### src/rtl/bvic_pkg.sv
package bvic_pkg;
    localparam int DATA_W = 32;

    // register offsets; per-bank blocks step by one word per bank
    localparam int OFS_VECTOR = 'h00;
    localparam int OFS_BASE   = 'h04;
    localparam int OFS_PROT   = 'h08;
    localparam int OFS_NMI    = 'h0C;
    localparam int OFS_IPEND  = 'h10;
    localparam int OFS_FPEND  = 'h20;
    localparam int OFS_SEL    = 'h30;
    localparam int OFS_EN     = 'h40;
    localparam int OFS_MASK   = 'h50;
    localparam int OFS_PRIO   = 'h80;

    // register group chosen by the upper address nibble
    typedef enum logic [3:0] {
        GRP_CTRL  = 4'h0,
        GRP_IPEND = 4'h1,
        GRP_FPEND = 4'h2,
        GRP_SEL   = 4'h3,
        GRP_EN    = 4'h4,
        GRP_MASK  = 4'h5,
        GRP_RESP  = 4'h6
    } reg_grp_e;
endpackage

### src/rtl/bvic_bank.sv
module bvic_bank
    import bvic_pkg::*;
#(
    parameter int BANK_IDX = 0,
    parameter int ADDR_W   = 8
) (
    input  logic              clk,
    input  logic              rst_n,
    input  logic [DATA_W-1:0] src_i,
    input  logic              wr_i,
    input  logic [ADDR_W-1:0] addr_i,
    input  logic [DATA_W-1:0] wdata_i,
    output logic [DATA_W-1:0] ipend_o,
    output logic [DATA_W-1:0] fpend_o,
    output logic [DATA_W-1:0] sel_o,
    output logic [DATA_W-1:0] en_o,
    output logic [DATA_W-1:0] mask_o
);
    localparam logic [ADDR_W-1:0] A_IPEND = ADDR_W'(OFS_IPEND + 4*BANK_IDX);
    localparam logic [ADDR_W-1:0] A_FPEND = ADDR_W'(OFS_FPEND + 4*BANK_IDX);
    localparam logic [ADDR_W-1:0] A_SEL   = ADDR_W'(OFS_SEL   + 4*BANK_IDX);
    localparam logic [ADDR_W-1:0] A_EN    = ADDR_W'(OFS_EN    + 4*BANK_IDX);
    localparam logic [ADDR_W-1:0] A_MASK  = ADDR_W'(OFS_MASK  + 4*BANK_IDX);

    logic [DATA_W-1:0] set_i, set_f, clr_i, clr_f;

    always_comb begin
        set_i = src_i & en_o & ~sel_o;
        set_f = src_i & en_o &  sel_o;
        clr_i = (wr_i && addr_i == A_IPEND) ? wdata_i : '0;
        clr_f = (wr_i && addr_i == A_FPEND) ? wdata_i : '0;
    end

    always_ff @(posedge clk or negedge rst_n) begin
        if (!rst_n) begin
            ipend_o <= '0;
            fpend_o <= '0;
            sel_o   <= '0;
            en_o    <= '0;
            mask_o  <= '0;
        end else begin
            // a live enabled level outweighs a clear in the same cycle
            ipend_o <= (ipend_o & ~clr_i) | set_i;
            fpend_o <= (fpend_o & ~clr_f) | set_f;
            if (wr_i && addr_i == A_SEL)  sel_o  <= wdata_i;
            if (wr_i && addr_i == A_EN)   en_o   <= wdata_i;
            if (wr_i && addr_i == A_MASK) mask_o <= wdata_i;
        end
    end
endmodule

### src/rtl/bvic_prio.sv
module bvic_prio
    import bvic_pkg::*;
#(
    parameter int NREGS  = 6,
    parameter int ADDR_W = 8
) (
    input  logic                    clk,
    input  logic                    rst_n,
    input  logic                    wr_i,
    input  logic [ADDR_W-1:0]       addr_i,
    input  logic [DATA_W-1:0]       wdata_i,
    output logic [NREGS*DATA_W-1:0] prio_o
);
    genvar k;
    for (k = 0; k < NREGS; k++) begin : g_preg
        localparam logic [ADDR_W-1:0] A_REG = ADDR_W'(OFS_PRIO + 4*k);
        always_ff @(posedge clk or negedge rst_n) begin
            if (!rst_n)
                prio_o[k*DATA_W +: DATA_W] <= '0;
            else if (wr_i && addr_i == A_REG)
                prio_o[k*DATA_W +: DATA_W] <= wdata_i;
        end
    end
endmodule

### src/rtl/bvic_arbiter.sv
module bvic_arbiter #(
    parameter int NSRC  = 96,
    parameter int PRI_W = 2,
    parameter int IDX_W = $clog2(NSRC)
) (
    input  logic [NSRC-1:0]       cand_i,
    input  logic [NSRC*PRI_W-1:0] pri_i,
    output logic                  valid_o,
    output logic [IDX_W-1:0]      idx_o
);
    logic [PRI_W-1:0] best_pri;

    always_comb begin
        valid_o  = 1'b0;
        idx_o    = '0;
        best_pri = '0;
        // strict compare keeps the lowest number on equal priority
        for (int n = 0; n < NSRC; n++) begin
            if (cand_i[n] && (!valid_o || pri_i[n*PRI_W +: PRI_W] > best_pri)) begin
                valid_o  = 1'b1;
                idx_o    = IDX_W'(n);
                best_pri = pri_i[n*PRI_W +: PRI_W];
            end
        end
    end
endmodule

### src/rtl/bvic_top.sv
module bvic_top
    import bvic_pkg::*;
#(
    parameter int BANKS  = 3,
    parameter int PRI_W  = 2,
    parameter int ADDR_W = 8
) (
    input  logic                   clk,
    input  logic                   rst_n,
    input  logic [BANKS*32-1:0]    src_i,
    input  logic                   reg_wr_i,
    input  logic [ADDR_W-1:0]      reg_addr_i,
    input  logic [31:0]            reg_wdata_i,
    output logic [31:0]            reg_rdata_o,
    output logic                   irq_o,
    output logic                   fiq_o
);
    localparam int NSRC     = BANKS * DATA_W;
    localparam int PER_REG  = DATA_W / PRI_W;
    localparam int PRI_REGS = (NSRC + PER_REG - 1) / PER_REG;
    localparam int IDX_W    = $clog2(NSRC);

    logic [DATA_W-1:0] ipend_b [BANKS];
    logic [DATA_W-1:0] fpend_b [BANKS];
    logic [DATA_W-1:0] sel_b   [BANKS];
    logic [DATA_W-1:0] en_b    [BANKS];
    logic [DATA_W-1:0] mask_b  [BANKS];
    logic [NSRC-1:0]   ipend_all, fpend_all, sel_all, en_all, mask_all;
    logic [NSRC-1:0]   irq_cand;
    logic [PRI_REGS*DATA_W-1:0] prio_all;
    logic              win_valid;
    logic [IDX_W-1:0]  win_idx;
    logic [DATA_W-1:0] base_q, nmi_q;
    logic              prot_q;

    genvar b;
    for (b = 0; b < BANKS; b++) begin : g_bank
        bvic_bank #(.BANK_IDX(b), .ADDR_W(ADDR_W)) u_bank (
            .clk     (clk),
            .rst_n   (rst_n),
            .src_i   (src_i[b*DATA_W +: DATA_W]),
            .wr_i    (reg_wr_i),
            .addr_i  (reg_addr_i),
            .wdata_i (reg_wdata_i),
            .ipend_o (ipend_b[b]),
            .fpend_o (fpend_b[b]),
            .sel_o   (sel_b[b]),
            .en_o    (en_b[b]),
            .mask_o  (mask_b[b])
        );
        assign ipend_all[b*DATA_W +: DATA_W] = ipend_b[b];
        assign fpend_all[b*DATA_W +: DATA_W] = fpend_b[b];
        assign sel_all[b*DATA_W +: DATA_W]   = sel_b[b];
        assign en_all[b*DATA_W +: DATA_W]    = en_b[b];
        assign mask_all[b*DATA_W +: DATA_W]  = mask_b[b];
    end

    bvic_prio #(.NREGS(PRI_REGS), .ADDR_W(ADDR_W)) u_prio (
        .clk     (clk),
        .rst_n   (rst_n),
        .wr_i    (reg_wr_i),
        .addr_i  (reg_addr_i),
        .wdata_i (reg_wdata_i),
        .prio_o  (prio_all)
    );

    // source 0 is reserved: a zero vector means nothing pending
    assign irq_cand = ipend_all & en_all & ~mask_all & ~sel_all & ~NSRC'(1);
    assign fiq_o    = |(fpend_all & en_all & ~mask_all & sel_all);

    bvic_arbiter #(.NSRC(NSRC), .PRI_W(PRI_W), .IDX_W(IDX_W)) u_arb (
        .cand_i  (irq_cand),
        .pri_i   (prio_all[NSRC*PRI_W-1:0]),
        .valid_o (win_valid),
        .idx_o   (win_idx)
    );
    assign irq_o = win_valid;

    always_ff @(posedge clk or negedge rst_n) begin
        if (!rst_n) begin
            base_q <= '0;
            nmi_q  <= '0;
            prot_q <= 1'b0;
        end else if (reg_wr_i) begin
            if (reg_addr_i == ADDR_W'(OFS_BASE)) base_q <= reg_wdata_i;
            if (reg_addr_i == ADDR_W'(OFS_NMI))  nmi_q  <= reg_wdata_i;
            if (reg_addr_i == ADDR_W'(OFS_PROT)) prot_q <= reg_wdata_i[0];
        end
    end

    always_comb begin
        logic [1:0] slot;
        slot        = reg_addr_i[3:2];
        reg_rdata_o = '0;
        if (reg_addr_i[7]) begin
            for (int k = 0; k < PRI_REGS; k++)
                if (reg_addr_i[6:2] == 5'(k))
                    reg_rdata_o = prio_all[k*DATA_W +: DATA_W];
        end else begin
            unique case (reg_grp_e'(reg_addr_i[7:4]))
                GRP_CTRL: begin
                    unique case (slot)
                        2'd0: reg_rdata_o = win_valid ? DATA_W'({win_idx, 2'b00}) : '0;
                        2'd1: reg_rdata_o = base_q;
                        2'd2: reg_rdata_o = DATA_W'(prot_q);
                        2'd3: reg_rdata_o = nmi_q;
                    endcase
                end
                GRP_IPEND, GRP_FPEND, GRP_SEL, GRP_EN, GRP_MASK: begin
                    for (int i = 0; i < BANKS; i++) begin
                        if (slot == 2'(i)) begin
                            case (reg_grp_e'(reg_addr_i[7:4]))
                                GRP_IPEND: reg_rdata_o = ipend_b[i];
                                GRP_FPEND: reg_rdata_o = fpend_b[i];
                                GRP_SEL:   reg_rdata_o = sel_b[i];
                                GRP_EN:    reg_rdata_o = en_b[i];
                                default:   reg_rdata_o = mask_b[i];
                            endcase
                        end
                    end
                end
                default: reg_rdata_o = '0;
            endcase
        end
    end
endmodule

### config.mk
export PLATFORM = sky130hd
export DESIGN_NAME = bvic_top
export DESIGN_NICKNAME = d
export VERILOG_FILES = /design/src/rtl/bvic_pkg.sv /design/src/rtl/bvic_bank.sv /design/src/rtl/bvic_prio.sv /design/src/rtl/bvic_arbiter.sv /design/src/rtl/bvic_top.sv
export SDC_FILE = /design/constraint.sdc
export NUM_CORES = 2
export LEC_CHECK = 0
export ABC_AREA = 1
export BUFFER_PORTS_ARGS = -buffer_cell sky130_fd_sc_hd__buf_2
export CORE_UTILIZATION = 25
export DETAILED_ROUTE_END_ITERATION = 10
export GPL_TIMING_DRIVEN = 1
export PLACE_DENSITY_LB_ADDON = 0.12
export SLEW_MARGIN = 20
export SYNTH_ARGS = -nofsm -noshare
export SYNTH_HDL_FRONTEND = slang
export SYNTH_SLANG_ARGS = --single-unit
### constraint.sdc
create_clock -name clk -period 101 [get_ports clk]
set_clock_uncertainty 0.2 [all_clocks]
set_input_delay 20.2 -clock clk [delete_from_list [all_inputs] [get_ports clk]]
set_output_delay 20.2 -clock clk [all_outputs]
set_load 0.02 [all_outputs]
# After elaboration in Yosys (flattened, before gate mapping)
# Index checks and enable logic that the tools add are counted.
# Widths: inputs -> output; s select.
# word_totals
romBits	0
ramBits	0
n_memories	0
latch_bits	0
register_bits	737
# classes
n_bitwise	38
n_div	0
mul	0
n_eq_ne	37
addsub	0
magnitude_cmp	94
n_reduce_logical	311
shifts	0
mux	306
# ops
op	count
$and 96x96->96	6
$mux 32	16
$pmux 32 s4	4
$and 32x32->32	15
$not 32->32	9
$mux 7	32
$mux 2	96
$mux 6	32
$not 96->96	2
$or 32x32->32	6
$gt 2x2->1	94
$logic_and 1x1->1	115
$mux 1	96
$reduce_or 96->1	1
$logic_not 1->1	94
$logic_or 1x1->1	94
$mux 5	16
$pmux 32 s2	1
$eq 8x6->1 const B	6
$eq 8x7->1 const B	6
$eq 8x8->1 const B	6
$mux 4	8
$eq 8x5->1 const B	3
$eq 8x4->1 const B	2
16 further kinds	26

# Depth between registers and ports, before layout
# depth
ltp_word	384
depth_mapped	704

# Cells and area by module
# Synthesis repeated with hierarchy kept, for this count alone.
# hier_totals
hier_cells	7408
area_unflattened_um2	49207.2
# by_module_without_submodules
module	cells_per_inst	instances	seq_area_each_um2	area_per_inst_um2
bvic_bank (g_bank[1].u_bank ...)	770	2	4003.8	6774.0
bvic_top	2411	1	1626.6	11738.8
bvic_arbiter	1773	1	0.0	9047.4
bvic_prio	916	1	4804.6	8157.8
bvic_bank (g_bank[0].u_bank)	768	1	4003.8	6715.2

# Worst setup path after synthesis
# No wires, ideal clock.
# synth_timing
kind	flip-flop to output port
from	reg g_bank[0].u_bank.sel_o[1]
to	out reg_rdata_o[7]
t_required_ns	80.600
setup_slack_ns	-7.541
path_stages_with_launch	615
n_path_buf	1
arrival_time_ns	88.141
cell_sequence	dfrtp_1 -> nor2_1 -> nand2_2 -> nor2_1 -> inv_1 -> ha_1 -> nand2_1 -> nand2_1 -> nand2_1 -> nand2_1 -> nand2_1 -> nand2_1 -> and2_1 -> ha_1 -> inv_1 -> o21bai_1 -> nand2_1 -> nand2_1 -> [579 not listed] -> ha_1 -> inv_1 -> nor2_1 -> o21ai_0 -> o21ai_0 -> inv_1 -> nor2_1 -> inv_1 -> nand2_1 -> inv_1 -> nand3_1 -> nor3_1 -> nand4_1 -> nor2_1 -> nand3_1 -> nand2_1 -> nand2_1 -> nand3_1
# synth_via
elab_chain_len	383
word_cells_on_any_way	635
classes_between	94 x order compare; 257 x mux; 2 x bitwise; 282 x reduce/logical
# synth_lines
item	line	source
start, declared	bvic_bank.sv:15	output logic [DATA_W-1:0] sel_o,
start signal, assigned	bvic_bank.sv:45	if (wr_i && addr_i == A_SEL) sel_o <= wdata_i;
$not 96->96 (*)	bvic_top.sv:68	assign irq_cand = ipend_all & en_all & ~mask_all & ~sel_all & ~NSRC'(1);
$and 96x96->96 (*)	bvic_top.sv:68	
$mux 2 / $mux 1 (equally long branches)	bvic_arbiter.sv:19	if (cand_i[n] && (!valid_o || pri_i[n*PRI_W +: PRI_W] > best_pri)) begin
$gt 2x2->1 / $logic_not 1->1 (equally long branches)	bvic_arbiter.sv:19	
$logic_or 1x1->1	bvic_arbiter.sv:19	
$logic_and 1x1->1	bvic_arbiter.sv:19	
$mux 2 / $mux 1 (equally long branches)	bvic_arbiter.sv:19	
$gt 2x2->1 / $logic_not 1->1 (equally long branches)	bvic_arbiter.sv:19	
[367 not listed]	-	
$gt 2x2->1 / $logic_not 1->1 (equally long branches)	bvic_arbiter.sv:19	
$logic_or 1x1->1	bvic_arbiter.sv:19	
$logic_and 1x1->1	bvic_arbiter.sv:19	
$mux 7 / $mux 1 (equally long branches)	bvic_arbiter.sv:19	
$mux 9 (*)	bvic_top.sv:103	2'd0: reg_rdata_o = win_valid ? DATA_W'({win_idx, 2'b00}) : '0;
$pmux 32 s4 (*)	bvic_top.sv:102	unique case (slot)
$pmux 32 s2 (*)	bvic_top.sv:100	unique case (reg_grp_e'(reg_addr_i[7:4]))
$mux 32 (*)	bvic_top.sv:95	if (reg_addr_i[7]) begin
end, declared	bvic_top.sv:14	output logic [31:0] reg_rdata_o,
# Mark *: on every way between the ends. The rest lies on a longest branch, timed or not.

# Worst setup path in the final report
# layout_timing
from	reg g_bank[0].u_bank.mask_o[1]
to	out reg_rdata_o[8]
# layout_via
elab_chain_len	384
word_cells_on_any_way	604
classes_between	94 x order compare; 225 x mux; 3 x bitwise; 282 x reduce/logical
# layout_lines
item	line	source
start, declared	bvic_bank.sv:17	output logic [DATA_W-1:0] mask_o
start signal, assigned	bvic_bank.sv:47	if (wr_i && addr_i == A_MASK) mask_o <= wdata_i;
$not 96->96 (*)	bvic_top.sv:68	
$and 96x96->96 (*) (2 in series)	bvic_top.sv:68	
$mux 2 / $mux 1 (equally long branches)	bvic_arbiter.sv:19	
$gt 2x2->1 / $logic_not 1->1 (equally long branches)	bvic_arbiter.sv:19	
$logic_or 1x1->1	bvic_arbiter.sv:19	
$logic_and 1x1->1	bvic_arbiter.sv:19	
$mux 2 / $mux 1 (equally long branches)	bvic_arbiter.sv:19	
$gt 2x2->1 / $logic_not 1->1 (equally long branches)	bvic_arbiter.sv:19	
[367 not listed]	-	
$gt 2x2->1 / $logic_not 1->1 (equally long branches)	bvic_arbiter.sv:19	
$logic_or 1x1->1	bvic_arbiter.sv:19	
$logic_and 1x1->1	bvic_arbiter.sv:19	
$mux 7 / $mux 1 (equally long branches)	bvic_arbiter.sv:19	
$mux 9 (*)	bvic_top.sv:103	
$pmux 32 s4 (*)	bvic_top.sv:102	
$pmux 32 s2 (*)	bvic_top.sv:100	
$mux 32 (*)	bvic_top.sv:95	
# Marks and branches as above.

==> results.yml <==
critical_path:
  cpMostUsedCell: "nand2_2"
  crit_type: "reg -> out"
  r2r-start: "u_prio.prio_o[9]$_DFFE_PN0P_"
  endpoint_kind: "output pin"
  crit_path_start: "g_bank[0].u_bank.mask_o[1]$_DFFE_PN0P_"
  required_ns: 80.60
  cp_max_fo: 6
  cp_data_arrival_time_ns: 84.64
  critPathMaxStageDelay_ns: 0.38
  crit_path_start_kind: "flip-flop"
  rrSetupSlack_ns: 99.87
  slowest_stage: "dfrtp_1"
die:
  dieArea_um2: 173000
  die_x_um: 416
  io_pins: 173
  coreArea_um2: 170000
  die_height_um: 416
  fp-row-count: 151
  start_util_pct: 25.2
place:
  portBuffers: 172
  gp_congestion: 0.936
  place_area_um2: 49300
  place_ws_ns: -8.63
  place_hpwl_mm: 166
  dpl.cell_count: 8310
grt:
  grt_max_degree: 103
  grt_first_pass_wirelength_mm: 323
  grt_remaining_overflow: 0
  grt_antenna_before_repair: 25
  grt_pass1_vias: 42500
  grt.total_usage_pct: 26.1
detailed_routing:
  dr.first_iter.drc_count: 4502
  vias: 45600
  first_pass_iters: 6
  via_per_inst: 5.26
  route.detailed.drc: 0
  antenna_left: 0
  routedWlPerCell_um: 26.9
  wl_mm: 234
timing:
  rsz0062_at_grt: "true"
  fin_ws_ns: -4.04
  hold_violations: 0
  finalMaxSlewViolations: 0
  final.period_utilization_pct: 104
  slew_headroom_pct: 16.8
  setup_violations: 7
  period_minus_slack_ns: 105.04
  fmax_ghz: 0.00952
  tightest_slew_ns: 1.24
  finalSetupTns_ns: -26.71
yosys:
  ys_seq_area_share_pct: 43.1
  synth_nets: 5948
  synthArstFlopShare_pct: 100
  ys_ff_latch: 737
  syn_avg_cell_area_um2: 7.49
  synth.distinct_cells: 48
  synth_edf_count: 0
  ys.flop_type: "dfrtp_1"
  synth.top_cell.area_share_pct: 43.1
  synth_area_um2: 42800
  yosysWarnings: 0
  synth_area_leaders: "dfrtp_1 (43%), o21ai_0 (14%), nand2_1 (11%), inv_1 (5.4%), nand2_2 (3.6%)"
  yosys.area.top_type: "dfrtp_1"
  synthCells: 5708
job:
  cap_viol_max_count: 0
hold_path:
  hold_class: "reg -> reg"
  hold_path.startpoint: "u_prio.prio_o[168]$_DFFE_PN0P_"
clock_tree:
  cts_root_buffer: "clkbuf_16"
  cts_tree: "yes"
  clockBufferDepth: 3
  cts_sinks: 737
  cts_buffers: 92
  clk_pin_slew_worst_paths_ns: 0.06
  ctsHoldBuffers: 0
  cts_max_level: 3
  clkLatencyLatePin_ns: 0.71
power_and_ir_drop:
  ir_drop_mv: 0.0129
  leakage_nw: 25.6
  p_per_area_nw_per_um2: 17.5
final_layout:
  drive_gt1_share_pct: 28.0
  final_util_pct: 33.6
  synthToLayoutAreaGrowth_pct: 33.4
  multiInputGateArea_um2: 24200
  fin_nets: 6618
  fillCellCount: 18100
  regArea_um2: 18400
  final_cells: 8673
  final_area_um2: 57100
status:
  status: "finished with violations"
  violations: "setup timing"
[power breakdown]
part	internal, W	switching [W]
clock	0.000203	0.000144
combinational	0.000127	0.000181
sequential	0.000322	0.0000220
[layout by cell type, fill, tap and decap left out, types with 93 or more instances in the layout]
cell and n:
nand4_1 209, buf_4 676, clkbuf_16 93, dfrtp_1 737, nand2_1 1143, o21ai_2 94, nor2_1 161, inv_1 595
nand3_1 206, nand2_2 306, nand2_4 93, o21ai_0 1050, buf_2 164
[layer usage]
layer | track usage, % | up-vias | wire [µm]
met3 | 4.01 | 346 | 16500
met1 | 34.7 | 22700 | 98800
li1 | - | 20800 | -
met4 | 11.4 | 6 | 11200
met5 | 0 | - | 34
met2 | 41.7 | 1750 | 107000
[registers in the layout, indices dropped and copies added (netlist names)]
| name | flops |
|---|---|
| base_q | 32 |
| g_bank.u_bank.en_o | 96 |
| g_bank.u_bank.fpend_o | 96 |
| g_bank.u_bank.ipend_o | 96 |
| g_bank.u_bank.mask_o | 96 |
| g_bank.u_bank.sel_o | 96 |
| nmi_q | 32 |
| prot_q | 1 |
| u_prio.prio_o | 192 |
[repair_timing]
action,4_1_cts,5_1_grt
buffers inserted,103,94
endpoints found under the setup margin,7,7
gates resized for setup,329,417
gates cloned,0,0
pin swaps,192,401
[cells by family (layout without fill, tap and decap cells)]
| logic type | count (synthesis) | count (layout) | share of synthesized area [%] |
|---|---|---|---|
| AND/OR/NAND/NOR | 2305 | 2305 | 24.3 |
| AO/OA/AOI/OAI | 1644 | 1644 | 21.5 |
| buffers and inverters | 921 | 1660 | 8.10 |
| flip-flops | 737 | 737 | 43.1 |
| adder cells (fa/ha/maj) | 101 | 101 | 2.95 |
| other | 0 | 8 | 0 |
[worst max-delay path: cells and delay by family (launching register included)]
kind / cells / cell delay, ns
flops: 1 / 0.38
simple gates: 331 / 31.85
fa+ha+maj: 93 / 24.11
compound gates: 172 / 23.33
buf+inv: 54 / 4.17
[worst paths after layout]
path                            cells past startpoint                             end
worst max-delay path                              650                  reg_rdata_o[8]
worst min-delay path                                2  u_prio.prio_o[168]$_DFFE_PN0P_
worst max register to register                      3    u_prio.prio_o[9]$_DFFE_PN0P_
worst min register to register                      2  u_prio.prio_o[168]$_DFFE_PN0P_
max in group asynchronous                           4   u_prio.prio_o[12]$_DFFE_PN0P_
min in group asynchronous                           1           nmi_q[29]$_DFFE_PN0P_
[Yosys cell counts, drive strengths merged, types with 54 or more instances]
master and count:
a21oi 84, a221oi 71, clkbuf 271, dfrtp 737, ha 101, inv 636
nand2 1542, nand3 256, nand4 209, nor2 180, nor3 54, o21ai 1239
[cell type report]
type | instances | share of cell area (%)
well taps | 2218 | 4.86
multi-input cells | 4050 | 42.5
diodes | 8 | 0.0351
clock inverters | 26 | 0.574
repair buffers | 856 | 10.7
clock buffers | 137 | 4.82
flip-flops and latches | 737 | 32.3
inverters | 641 | 4.22
[stage by stage]
stage / power, W / hold slack, ns
floorplan: 0.000485 / 0.253
global placement: 0.000587 / 0.266
detailed placement: 0.000587 / 0.272
CTS: 0.000965 / 0.287
global route: 0.00105 / 0.302
finish: 0.000999 / 0.282
No activity file was read; power rests on OpenSTA's default activity.
